===== src/rtl/rotmask_pkg.sv =====
package rotmask_pkg;

    localparam int unsigned OP_W = 3;

    typedef enum logic [OP_W-1:0] {
        OP_MASK    = 3'd0,
        OP_ROT_AND = 3'd1,
        OP_ROT_INS = 3'd2,
        OP_REG_INS = 3'd3,
        OP_BIT_INS = 3'd4
    } rm_op_e;

endpackage


===== src/rtl/rotmask_rotator.sv =====
module rotmask_rotator #(
    parameter int unsigned DATA_W = 32,
    parameter int unsigned AMT_W  = $clog2(DATA_W)
) (
    input  logic [DATA_W-1:0] din,
    input  logic [AMT_W-1:0]  amt,
    output logic [DATA_W-1:0] dout
);

    // One logarithmic stage per count bit; stage k rotates left by 2**k.
    logic [DATA_W-1:0] stage [AMT_W+1];

    assign stage[0] = din;

    for (genvar k = 0; k < AMT_W; k++) begin : g_stage
        localparam int unsigned SH = 1 << k;
        logic [DATA_W-1:0] turned;
        assign turned = {stage[k][DATA_W-1-SH:0], stage[k][DATA_W-1 -: SH]};
        assign stage[k+1] = amt[k] ? turned : stage[k];
    end

    assign dout = stage[AMT_W];

endmodule


===== src/rtl/rotmask_maskgen.sv =====
module rotmask_maskgen #(
    parameter int unsigned DATA_W = 32,
    parameter int unsigned POS_W  = $clog2(DATA_W)
) (
    input  logic [POS_W-1:0]  fld_beg,
    input  logic [POS_W-1:0]  fld_end,
    output logic [DATA_W-1:0] mask
);

    localparam int unsigned CMP_W = POS_W + 1;

    logic [CMP_W-1:0]  beg_x;
    logic [CMP_W-1:0]  end_p1;
    logic              wrap;
    logic [DATA_W-1:0] at_or_after_beg;
    logic [DATA_W-1:0] at_or_before_end;

    // The stop position plus one is kept one bit wider, so a stop of the
    // last position gives DATA_W and does not fold back to zero.
    assign beg_x  = {1'b0, fld_beg};
    assign end_p1 = {1'b0, fld_end} + CMP_W'(1);
    assign wrap   = (beg_x >= end_p1);

    for (genvar i = 0; i < DATA_W; i++) begin : g_bit
        localparam logic [CMP_W-1:0] POS = CMP_W'(DATA_W - 1 - i);
        assign at_or_after_beg[i]  = (POS >= beg_x);
        assign at_or_before_end[i] = (POS <  end_p1);
    end

    // A plain field is the overlap of both ranges. A wrapped field (which
    // includes the all-ones case beg == end+1) is their union.
    assign mask = wrap ? (at_or_after_beg | at_or_before_end)
                       : (at_or_after_beg & at_or_before_end);

endmodule


===== src/rtl/rotmask_merge.sv =====
module rotmask_merge
    import rotmask_pkg::*;
#(
    parameter int unsigned DATA_W = 32
) (
    input  logic [OP_W-1:0]   op,
    input  logic [DATA_W-1:0] src,
    input  logic [DATA_W-1:0] dst,
    input  logic [DATA_W-1:0] rotated,
    input  logic [DATA_W-1:0] gen_mask,
    input  logic [DATA_W-1:0] sel_mask,
    input  logic [DATA_W-1:0] bit_mask,
    output logic [DATA_W-1:0] res
);

    logic [DATA_W-1:0] ins_val;
    logic [DATA_W-1:0] ins_mask;
    logic              do_ins;

    // All three insert flavours share one merge; only value and mask differ.
    always_comb begin
        ins_val  = rotated;
        ins_mask = gen_mask;
        do_ins   = 1'b0;
        unique case (op)
            OP_ROT_INS: begin
                ins_val  = rotated;
                ins_mask = gen_mask;
                do_ins   = 1'b1;
            end
            OP_REG_INS: begin
                ins_val  = src;
                ins_mask = sel_mask;
                do_ins   = 1'b1;
            end
            OP_BIT_INS: begin
                ins_val  = rotated;
                ins_mask = bit_mask;
                do_ins   = 1'b1;
            end
            default: begin
                ins_val  = rotated;
                ins_mask = gen_mask;
                do_ins   = 1'b0;
            end
        endcase
    end

    always_comb begin
        if (do_ins) begin
            res = (ins_val & ins_mask) | (dst & ~ins_mask);
        end else begin
            unique case (op)
                OP_MASK:    res = gen_mask;
                OP_ROT_AND: res = rotated & gen_mask;
                default:    res = '0;
            endcase
        end
    end

endmodule


===== src/rtl/rotmask_unit.sv =====
module rotmask_unit
    import rotmask_pkg::*;
#(
    parameter int unsigned DATA_W  = 32,
    parameter int unsigned POS_W   = $clog2(DATA_W),
    parameter bit          OUT_REG = 1'b1
) (
    input  logic              clk,
    input  logic              rst_n,
    input  logic [OP_W-1:0]   op,
    input  logic [DATA_W-1:0] src,
    input  logic [DATA_W-1:0] dst,
    input  logic [DATA_W-1:0] sel_mask,
    input  logic [POS_W-1:0]  rot_amt,
    input  logic [POS_W-1:0]  fld_beg,
    input  logic [POS_W-1:0]  fld_end,
    output logic [DATA_W-1:0] result
);

    typedef struct packed {
        logic [DATA_W-1:0] result;
    } rm_state_t;

    rm_state_t         state_d;
    rm_state_t         state_q;

    logic [DATA_W-1:0] rotated;
    logic [DATA_W-1:0] gen_mask;
    logic [DATA_W-1:0] bit_mask;
    logic [POS_W-1:0]  msb_dest;
    logic [DATA_W-1:0] merged;

    rotmask_rotator #(
        .DATA_W (DATA_W),
        .AMT_W  (POS_W)
    ) u_rot (
        .din  (src),
        .amt  (rot_amt),
        .dout (rotated)
    );

    rotmask_maskgen #(
        .DATA_W (DATA_W),
        .POS_W  (POS_W)
    ) u_mask (
        .fld_beg (fld_beg),
        .fld_end (fld_end),
        .mask    (gen_mask)
    );

    // The MSB rotated left by n lands at index n-1 (mod width).
    assign msb_dest = rot_amt - POS_W'(1);

    for (genvar i = 0; i < DATA_W; i++) begin : g_onehot
        assign bit_mask[i] = (msb_dest == POS_W'(i));
    end

    rotmask_merge #(
        .DATA_W (DATA_W)
    ) u_merge (
        .op       (op),
        .src      (src),
        .dst      (dst),
        .rotated  (rotated),
        .gen_mask (gen_mask),
        .sel_mask (sel_mask),
        .bit_mask (bit_mask),
        .res      (merged)
    );

    always_comb begin
        state_d        = state_q;
        state_d.result = merged;
    end

    if (OUT_REG) begin : g_reg
        always_ff @(posedge clk or negedge rst_n) begin
            if (!rst_n) begin
                state_q <= '0;
            end else begin
                state_q <= state_d;
            end
        end
    end else begin : g_flow
        assign state_q = state_d;
    end

    assign result = state_q.result;

endmodule


===== config.mk =====
export PLATFORM = sky130hd
export DESIGN_NAME = rotmask_unit
export DESIGN_NICKNAME = d
export VERILOG_FILES = /design/src/rtl/rotmask_pkg.sv /design/src/rtl/rotmask_rotator.sv /design/src/rtl/rotmask_maskgen.sv /design/src/rtl/rotmask_merge.sv /design/src/rtl/rotmask_unit.sv
export SDC_FILE = /design/constraint.sdc
export NUM_CORES = 1
export LEC_CHECK = 0
export BUFFER_PORTS_ARGS = -buffer_cell sky130_fd_sc_hd__buf_2
export CAP_MARGIN = 20
export CORE_ASPECT_RATIO = 0.6
export CORE_MARGIN = 3
export CORE_UTILIZATION = 59
export DETAILED_ROUTE_END_ITERATION = 6
export PLACE_DENSITY_LB_ADDON = 0.25
export SLEW_MARGIN = 0
export SYNTH_ARGS = -nofsm -noshare
export SYNTH_HDL_FRONTEND = slang
export SYNTH_HIERARCHICAL = 1
export SYNTH_SLANG_ARGS = --single-unit
export TNS_END_PERCENT = 30

===== constraint.sdc =====
create_clock -name clk -period 0.8 [get_ports clk]
set_clock_uncertainty 0.15 [all_clocks]
set_input_delay 0.12 -clock clk [delete_from_list [all_inputs] [get_ports clk]]
set_output_delay 0.12 -clock clk [all_outputs]
set_load 0.01 [all_outputs]

==> metrics.txt, run 1 <==
routability cong.=1.10; cells after synthesis=1015; stop err=[ERROR GRT-0232] Routing congestion too high. Check the congestion heatmap in the GUI.; largest net degree at the start of global routing=57; Post-Syn Area per Cell=8.19 um2; sequential area share after synthesis=9.63%; synth top area cells=mux4_2 17%, mux2_2 13%, dfrtp_1 9.6%, nand2_1 6.7%, a21oi_1 4.6%; Post-synth EDFFs=0; Yosys reg bits=32; syn nets=1138; H-tree levels=2; Die H=98.0 um; DP HPWL=30300 um; clk sinks=32; GRT Overall Usage=79.1%; Distinct cells, synth=71; Yosys top cell area share=16.5%; Fail Step=global routing; initial antenna violation count=7; Initial Utilization=62.6%; placed cell areas=0.0110 mm2; leading area contributor after synthesis=mux4_2; # IOs=148; CTS buffer count=5; Synth Flop Type=dfrtp_1; Worst EP Category=register input; CTS root buffer=clkbuf_16; warnings from Yosys=6; Synth async-reset ratio=100%; worst_ep grt=result[18]$_DFF_PN0_/D; synthesized area=0.00832 mm2; outcome=aborted with a tool error; Die Span X=159 um; total congestion overflow=9; clk buf depth=2; Std-Cell Rows=32; IO Port Bufs=147
stage by stage:
step | TNS [ps] | setup WS [ps] | utilization [%] | std cells | hold slack, ps
2_1_floorplan | -68320 | -2310 | - | 1015 | -326
3_5_place_dp | -74430 | -2450 | 82.8 | 1489 | -169
4_1_cts | -67360 | -1910 | 88.1 | 1509 | 28.7
3_3_place_gp | -72230 | -2380 | 82.8 | 1489 | -166
cell families after synthesis:
| family | Yosys count | synth area share, % |
|---|---|---|
| AO/OA/AOI/OAI | 371 | 30.5 |
| buffers and inverters | 128 | 8.16 |
| adder cells (fa/ha/maj) | 33 | 4.29 |
| multiplexers | 159 | 30.4 |
| flip-flops | 32 | 9.63 |
| AND/OR/NAND/NOR | 289 | 16.7 |
| XOR/XNOR | 3 | 0.316 |
cells in the mapped netlist, drive strengths merged (2+ instances only):
| master | n |
|---|---|
| nor2 | 48 |
| nand2b | 7 |
| buf | 75 |
| o21a | 2 |
| a2bb2oi | 35 |
| a32oi | 2 |
| ha | 7 |
| o21ai | 81 |
| o211ai | 4 |
| a31o | 2 |
| a21o | 3 |
| mux4 | 64 |
| dfrtp | 32 |
| a221oi | 32 |
| a31oi | 4 |
| mux2 | 95 |
| o221ai | 33 |
| nor3b | 3 |
| or3b | 3 |
| nor3 | 6 |
| nand3 | 8 |
| clkbuf | 43 |
| a211oi | 8 |
| or3 | 2 |
| maj3 | 26 |
| o21bai | 31 |
| nand2 | 149 |
| nor2b | 3 |
| o22ai | 5 |
| or2 | 10 |
| a22oi | 35 |
| inv | 10 |
| nand3b | 35 |
| and3 | 4 |
| and2 | 6 |
| a21boi | 4 |
| o31ai | 5 |
| a21oi | 77 |
| xnor2 | 3 |
metal layers:
metal / overflow / global-route usage (%)
met1: 0 / 79.4
met2: 3 / 89.7
met3: 0 / 74.4
met4: 6 / 72.7
met5: 0 / 40.9
repair_timing:
action | 4_1_cts
setup buffers | 6
resized for setup | 133
endpoints found under the setup margin | 64
pin swaps | 58
gates cloned | 5
hold buffers | 1
hold endpoints to repair | 32
==> run 2: changes to the inputs <==
--- a/config.mk
+++ b/config.mk
@@ -7,11 +7,10 @@
 export LEC_CHECK = 0
 export BUFFER_PORTS_ARGS = -buffer_cell sky130_fd_sc_hd__buf_2
 export CAP_MARGIN = 20
-export CORE_ASPECT_RATIO = 0.6
 export CORE_MARGIN = 3
-export CORE_UTILIZATION = 59
+export CORE_UTILIZATION = 40
 export DETAILED_ROUTE_END_ITERATION = 6
-export PLACE_DENSITY_LB_ADDON = 0.25
+export PLACE_DENSITY_LB_ADDON = 0.15
 export SLEW_MARGIN = 0
 export SYNTH_ARGS = -nofsm -noshare
 export SYNTH_HDL_FRONTEND = slang
==> run 2 against run 1 <==
The flow now finishes, with violations (negative setup slack). Synthesized area stayed put. Synthesized cell count stayed put.
==> metrics.txt, run 2 <==
top cells by count, synth=148 x nand2_1, 94 x mux2_2, 77 x a21oi_1; clk buf depth=2; most common cell after layout, fill and taps aside=buf_4; post-route setup slack=-1920 ps; Worst Setup Path Type=in2reg; Die Span X=150 um; antenna cells=0; critical path launch point type=primary input; Vias=10243; Vias/cell=6.39; CTS root buffer=clkbuf_16; CTS buffer count=5; Final ANT Viol Nets=0; synth top area cells=mux4_2 17%, mux2_2 13%, dfrtp_1 9.6%, nand2_1 6.7%, a21oi_1 4.6%; WP data arrival=2750 ps; warnings from Yosys=6; Max transition margin=45.7%; count leader, synth=nand2_1; sequential area share after synthesis=9.63%; placed cell areas=0.0111 mm2; Initial DRC Count=950; fin crit share=340%; first-pass GRT wire length=57300 um; Critical path destination=result[14]; peak supply drop=731 uV; Largest register FFs=32; CTS clk-pin slew, worst paths=80 ps; hold crit path type=in2reg; RSZ-0062 raised after global routing=true; max_cap viols=0; Synth async-reset ratio=100%; Yosys reg bits=32; pre-CTS WS=-2450 ps; largest net degree at the start of global routing=46; Synth Flop Type=dfrtp_1; vias in the first global route=9609; PwrDens=1250 mW/mm2; Yosys top cell area share=16.5%; CTS tree=built; WP data required=830 ps; Die H=150 um; nets=1456; syn nets=1138; GRT Overall Usage=32.9%; layout filler cell count=1835; WL per Instance=23.9 um; worst slew pin tran=814 ps; P&R area growth vs syn=47.8%; clk sinks=32; layout cells sized above 1=54.7%; Initial Utilization=41.0%; WHS=20.3 ps; Final Max Tran Viols=0; core area=0.0203 mm2; Die ar.=0.0226 mm2; outcome=complete, but fails checks; H-tree levels=2; Final setup viols=64; leading area contributor after synthesis=mux4_2; violated checks=negative setup slack; Post-synth EDFFs=0; register area=801 um2; crit path from=fld_end[0]; total congestion overflow=0; Power, Total=0.0154 W; Hold Violations, Final=0; Tmin final=2720 ps; post-route cell area=0.0123 mm2; DP HPWL=28600 um; crit end category=flip-flop; synthesized area=0.00832 mm2; IO Port Bufs=147; final core occ=60.5%; Hold Path Depth=4; crit path max fanout=7; # IOs=148; most frequent cells in the layout=247 x buf_4, 146 x nand2_1, 136 x buf_2; initial antenna violation count=0; drt pass-1 iters=5; Post-Route WL=38300 um; leakage dissipation=5.15 nW; DRC viols=0; Post-Syn Area per Cell=8.19 um2; f_max=0.368 GHz; Distinct cells, synth=71; Std-Cell Rows=52; routability cong.=0.972; area occupied by multi-input gates=0.00769 mm2; cells after synthesis=1015
run 2: cell counts after synthesis:
Identical to the previous run, type by type.
run 2: cell families (layout without fill, tap and decap cells):
logic type               after synthesis  count (layout)  synth area share [%]
XOR/XNOR                               3               3                 0.316
buffers and inverters                128             445                  8.16
AND/OR/NAND/NOR                      289             291                  16.7
adder cells (fa/ha/maj)               33              33                  4.29
flip-flops                            32              32                  9.63
AO/OA/AOI/OAI                        371             371                  30.5
multiplexers                         159             159                  30.4
run 2: per-stage QoR:
step	TNS (ps)	cells
2_1_floorplan	-68320	1015
3_3_place_gp	-72920	1577
3_5_place_dp	-73630	1577
4_1_cts	-67120	1602
5_1_grt	-71080	1604
6_report	-67290	1604
run 2: layer usage:
metal	share of wire, %	GRT usage (%)	routed length, um	vias to the layer above
met5	0	0	0	-
met4	3.5	10.4	1340	0
met1	42	47.3	16000	4940
met2	45	51.0	17400	628
li1	-	-	-	4591
met3	9.3	4.79	3550	84
run 2: worst min-delay path by stage:
stage / start / to / slack [ps]
after floorplan: rst_n / result[0] / -330
after global routing: dst[31] / result[31] / 40
after global placement: rst_n / result[15] / -50
final: dst[8] / result[8] / 20
after detailed placement: rst_n / result[15] / -40
after CTS: dst[31] / result[31] / 20
run 2: report_power, final:
group / internal (W) / switching, W
clock: 0.00116 / 0.000968
combinational: 0.00572 / 0.00551
sequential: 0.00192 / 0.000124
total: 0.00881 / 0.00660
run 2: layout make-up:
class / instances / area share (%)
clock buffer: 5 / 1.02
clock inverter: 3 / 0.193
inverter: 10 / 0.305
multi-input combinational: 857 / 62.5
sequential: 32 / 6.52
tap: 270 / 2.75
timing repair buffer: 427 / 26.7
run 2: worst max-delay path: stages:
cell and delay (ps):
buf_8 100, and3_4 180, xnor2_2 120, ha_1 300, a211oi_2 250, o21ai_2 140, buf_4 150, and2_4 190
maj3_2 400, a221oi_2 320, o21bai_1 130, mux2_4 320
run 2: timing repair:
action	in CTS	in global routing
setup buffers	12	4
endpoints found under the setup margin	64	64
gates resized for setup	154	68
endpoints found under the hold margin	32	0
gates cloned	4	0
pin swaps	59	34
hold buffers	1	0
Power figures use the tool's default switching activity.
==> run 3: changes to the inputs <==
--- a/config.mk
+++ b/config.mk
@@ -10,7 +10,7 @@
 export CORE_MARGIN = 3
 export CORE_UTILIZATION = 40
 export DETAILED_ROUTE_END_ITERATION = 6
-export PLACE_DENSITY_LB_ADDON = 0.15
+export PLACE_DENSITY = 0.58
 export SLEW_MARGIN = 0
 export SYNTH_ARGS = -nofsm -noshare
 export SYNTH_HDL_FRONTEND = slang
==> run 3 against run 2 <==
The flow still finishes with violations (negative setup slack). Power up 1.6%. Core utilization down 0.38 points. Die area unchanged. Combinational power about the same. Via count up 1.9%. Routed wire length up 4.6%. First-iteration DRC count up 29%. Count of clock-buffer cells in the layout unchanged.
==> metrics.txt, run 3 (synthesis gave the netlist of run 2 again) <==
H-tree levels=2; hold crit path type=in2reg; most common cell after layout, fill and taps aside=buf_4; clk buf depth=2; # IOs=148; DRC viols=0; Switching Share=41.9%; Worst Setup Path Type=in2reg; Largest register FFs=32; part of the power in registers=13.1%; clk sinks=32; CTS tree=built; Hold Startpoint=dst[5]; IO Port Bufs=147; violated checks=negative setup slack; fin crit share=348%; RSZ-0062 raised after global routing=true; Hold Path Depth=4; drt pass-1 iters=6; Die H=150 um; total congestion overflow=0; logic depth of the worst path, buffers included=13; Die ar.=0.0226 mm2; CTS clk-pin slew, worst paths=70 ps; worst slew pin tran=602 ps; P&R area growth vs syn=46.9%; f_max=0.359 GHz; Gate power share=71.6%; leakage dissipation=5.11 nW; DP HPWL=29400 um; max incr delay on CP=350 ps; Std-Cell Rows=52; routability cong.=0.987; post-route setup slack=-1980 ps; final core occ=60.2%; CTS root buffer=clkbuf_16; Buf+Inv Stages, Crit Path=3; Vias/cell=6.49; Vias=10436; GRT Overall Usage=34.2%; Final ANT Viol Nets=0; nets=1460; Sw Pwr=0.00655 W; Final Max Tran Viols=0; WP data required=840 ps; vias in the first global route=9983; Top delay family on crit path=compound AO/OA/AOI/OAI gates; PwrDens=1280 mW/mm2; crit end category=flip-flop; outcome=complete, but fails checks; Initial DRC Count=1225; crit path max fanout=6; most frequent cells in the layout=240 x buf_4, 148 x nand2_1, 134 x buf_2; peak supply drop=1020 uV; core area=0.0203 mm2; P_int=0.00910 W; Post-Route WL=40100 um; Hold Violations, Final=0; Final setup viols=64; first-pass GRT wire length=59200 um; WHS=25.3 ps; Tmin final=2780 ps; critical path launch point type=primary input; layout cells sized above 1=53.6%; Max transition margin=59.9%; Clock Power Share=15.3%; Critical-path top delay cell=maj3_2; Hold Path Sink=result[5]; Die Span X=150 um; WL per Instance=24.9 um; initial antenna violation count=0; most numerous cell on the critical path=buf_4; Initial Utilization=41.0%; critical path cell sequence=buf_8 -> and3_4 -> xnor2_2 -> ha_1 -> a211oi_2 -> o21ai_2 -> and2_4 -> buf_4 -> maj3_2 -> buf_4 -> o21ai_1 -> o221ai_1 -> mux2_2; antenna cells=0; CTS buffer count=5; max_cap viols=0; largest net degree at the start of global routing=47; WP data arrival=2820 ps
-- run 3: power groups by stage --
stage               Combinational (W)  Sequential [W]  Clock, W
floorplan                     0.00529         0.00220         0
global placement              0.00954         0.00206         0
detailed placement            0.00961         0.00206         0
CTS                            0.0103         0.00204   0.00241
global route                   0.0118         0.00207   0.00246
finish                         0.0112         0.00205   0.00239
-- run 3: layout make-up --
cell class | count | area [um2]
Inverter | 10 | 37.5
Timing Repair Buffer | 430 | 3430
Fill cell | 1804 | 8090
Sequential cell | 32 | 801
Tap cell | 270 | 338
Clock inverter | 3 | 42.5
Clock buffer | 5 | 125
Multi-Input combinational cell | 858 | 7440
-- run 3: worst min-delay path, delay by kind of cell --
| kind | cells | cell delay [ps] |
|---|---|---|
| simple gates | 1 | 40 |
| buf+inv | 1 | 90 |
| compound gates | 1 | 60 |
| mux | 1 | 140 |
-- run 3: worst max path at each step --
stage	start	end
2_1_floorplan	fld_end[0]	result[30]
3_3_place_gp	fld_end[0]	result[15]
3_5_place_dp	fld_end[0]	result[7]
4_1_cts	fld_end[1]	result[13]
5_1_grt	fld_end[1]	result[13]
6_report	fld_end[1]	result[10]
-- run 3: repair_timing --
item	in CTS	in global routing
setup endpoints to repair	64	64
gates resized for setup	100	81
gates cloned	5	1
endpoints found under the hold margin	32	0
buffers inserted	7	5
hold buffers	1	0
pin swaps	47	27
-- run 3: stage by stage --
step,setup WS [ps],total power (W),std cells,setup TNS (ps),instance area (um2)
floorplan,-2310,0.00749,1015,-68320,8390
global placement,-2320,0.0116,1582,-72260,11200
detailed placement,-2400,0.0117,1582,-73530,11200
CTS,-1920,0.0147,1602,-68160,11800
global route,-2090,0.0163,1608,-73200,12200
finish,-1980,0.0157,1608,-69950,12200
-- run 3: routing by layer --
layer  up-vias  track usage (%)  share of wire, %
met1      4914             44.7                38
li1       4609                -                 -
met4         0             13.5               4.3
met3       115             11.5                13
met2       798             52.3                44
met5         -                0                 0
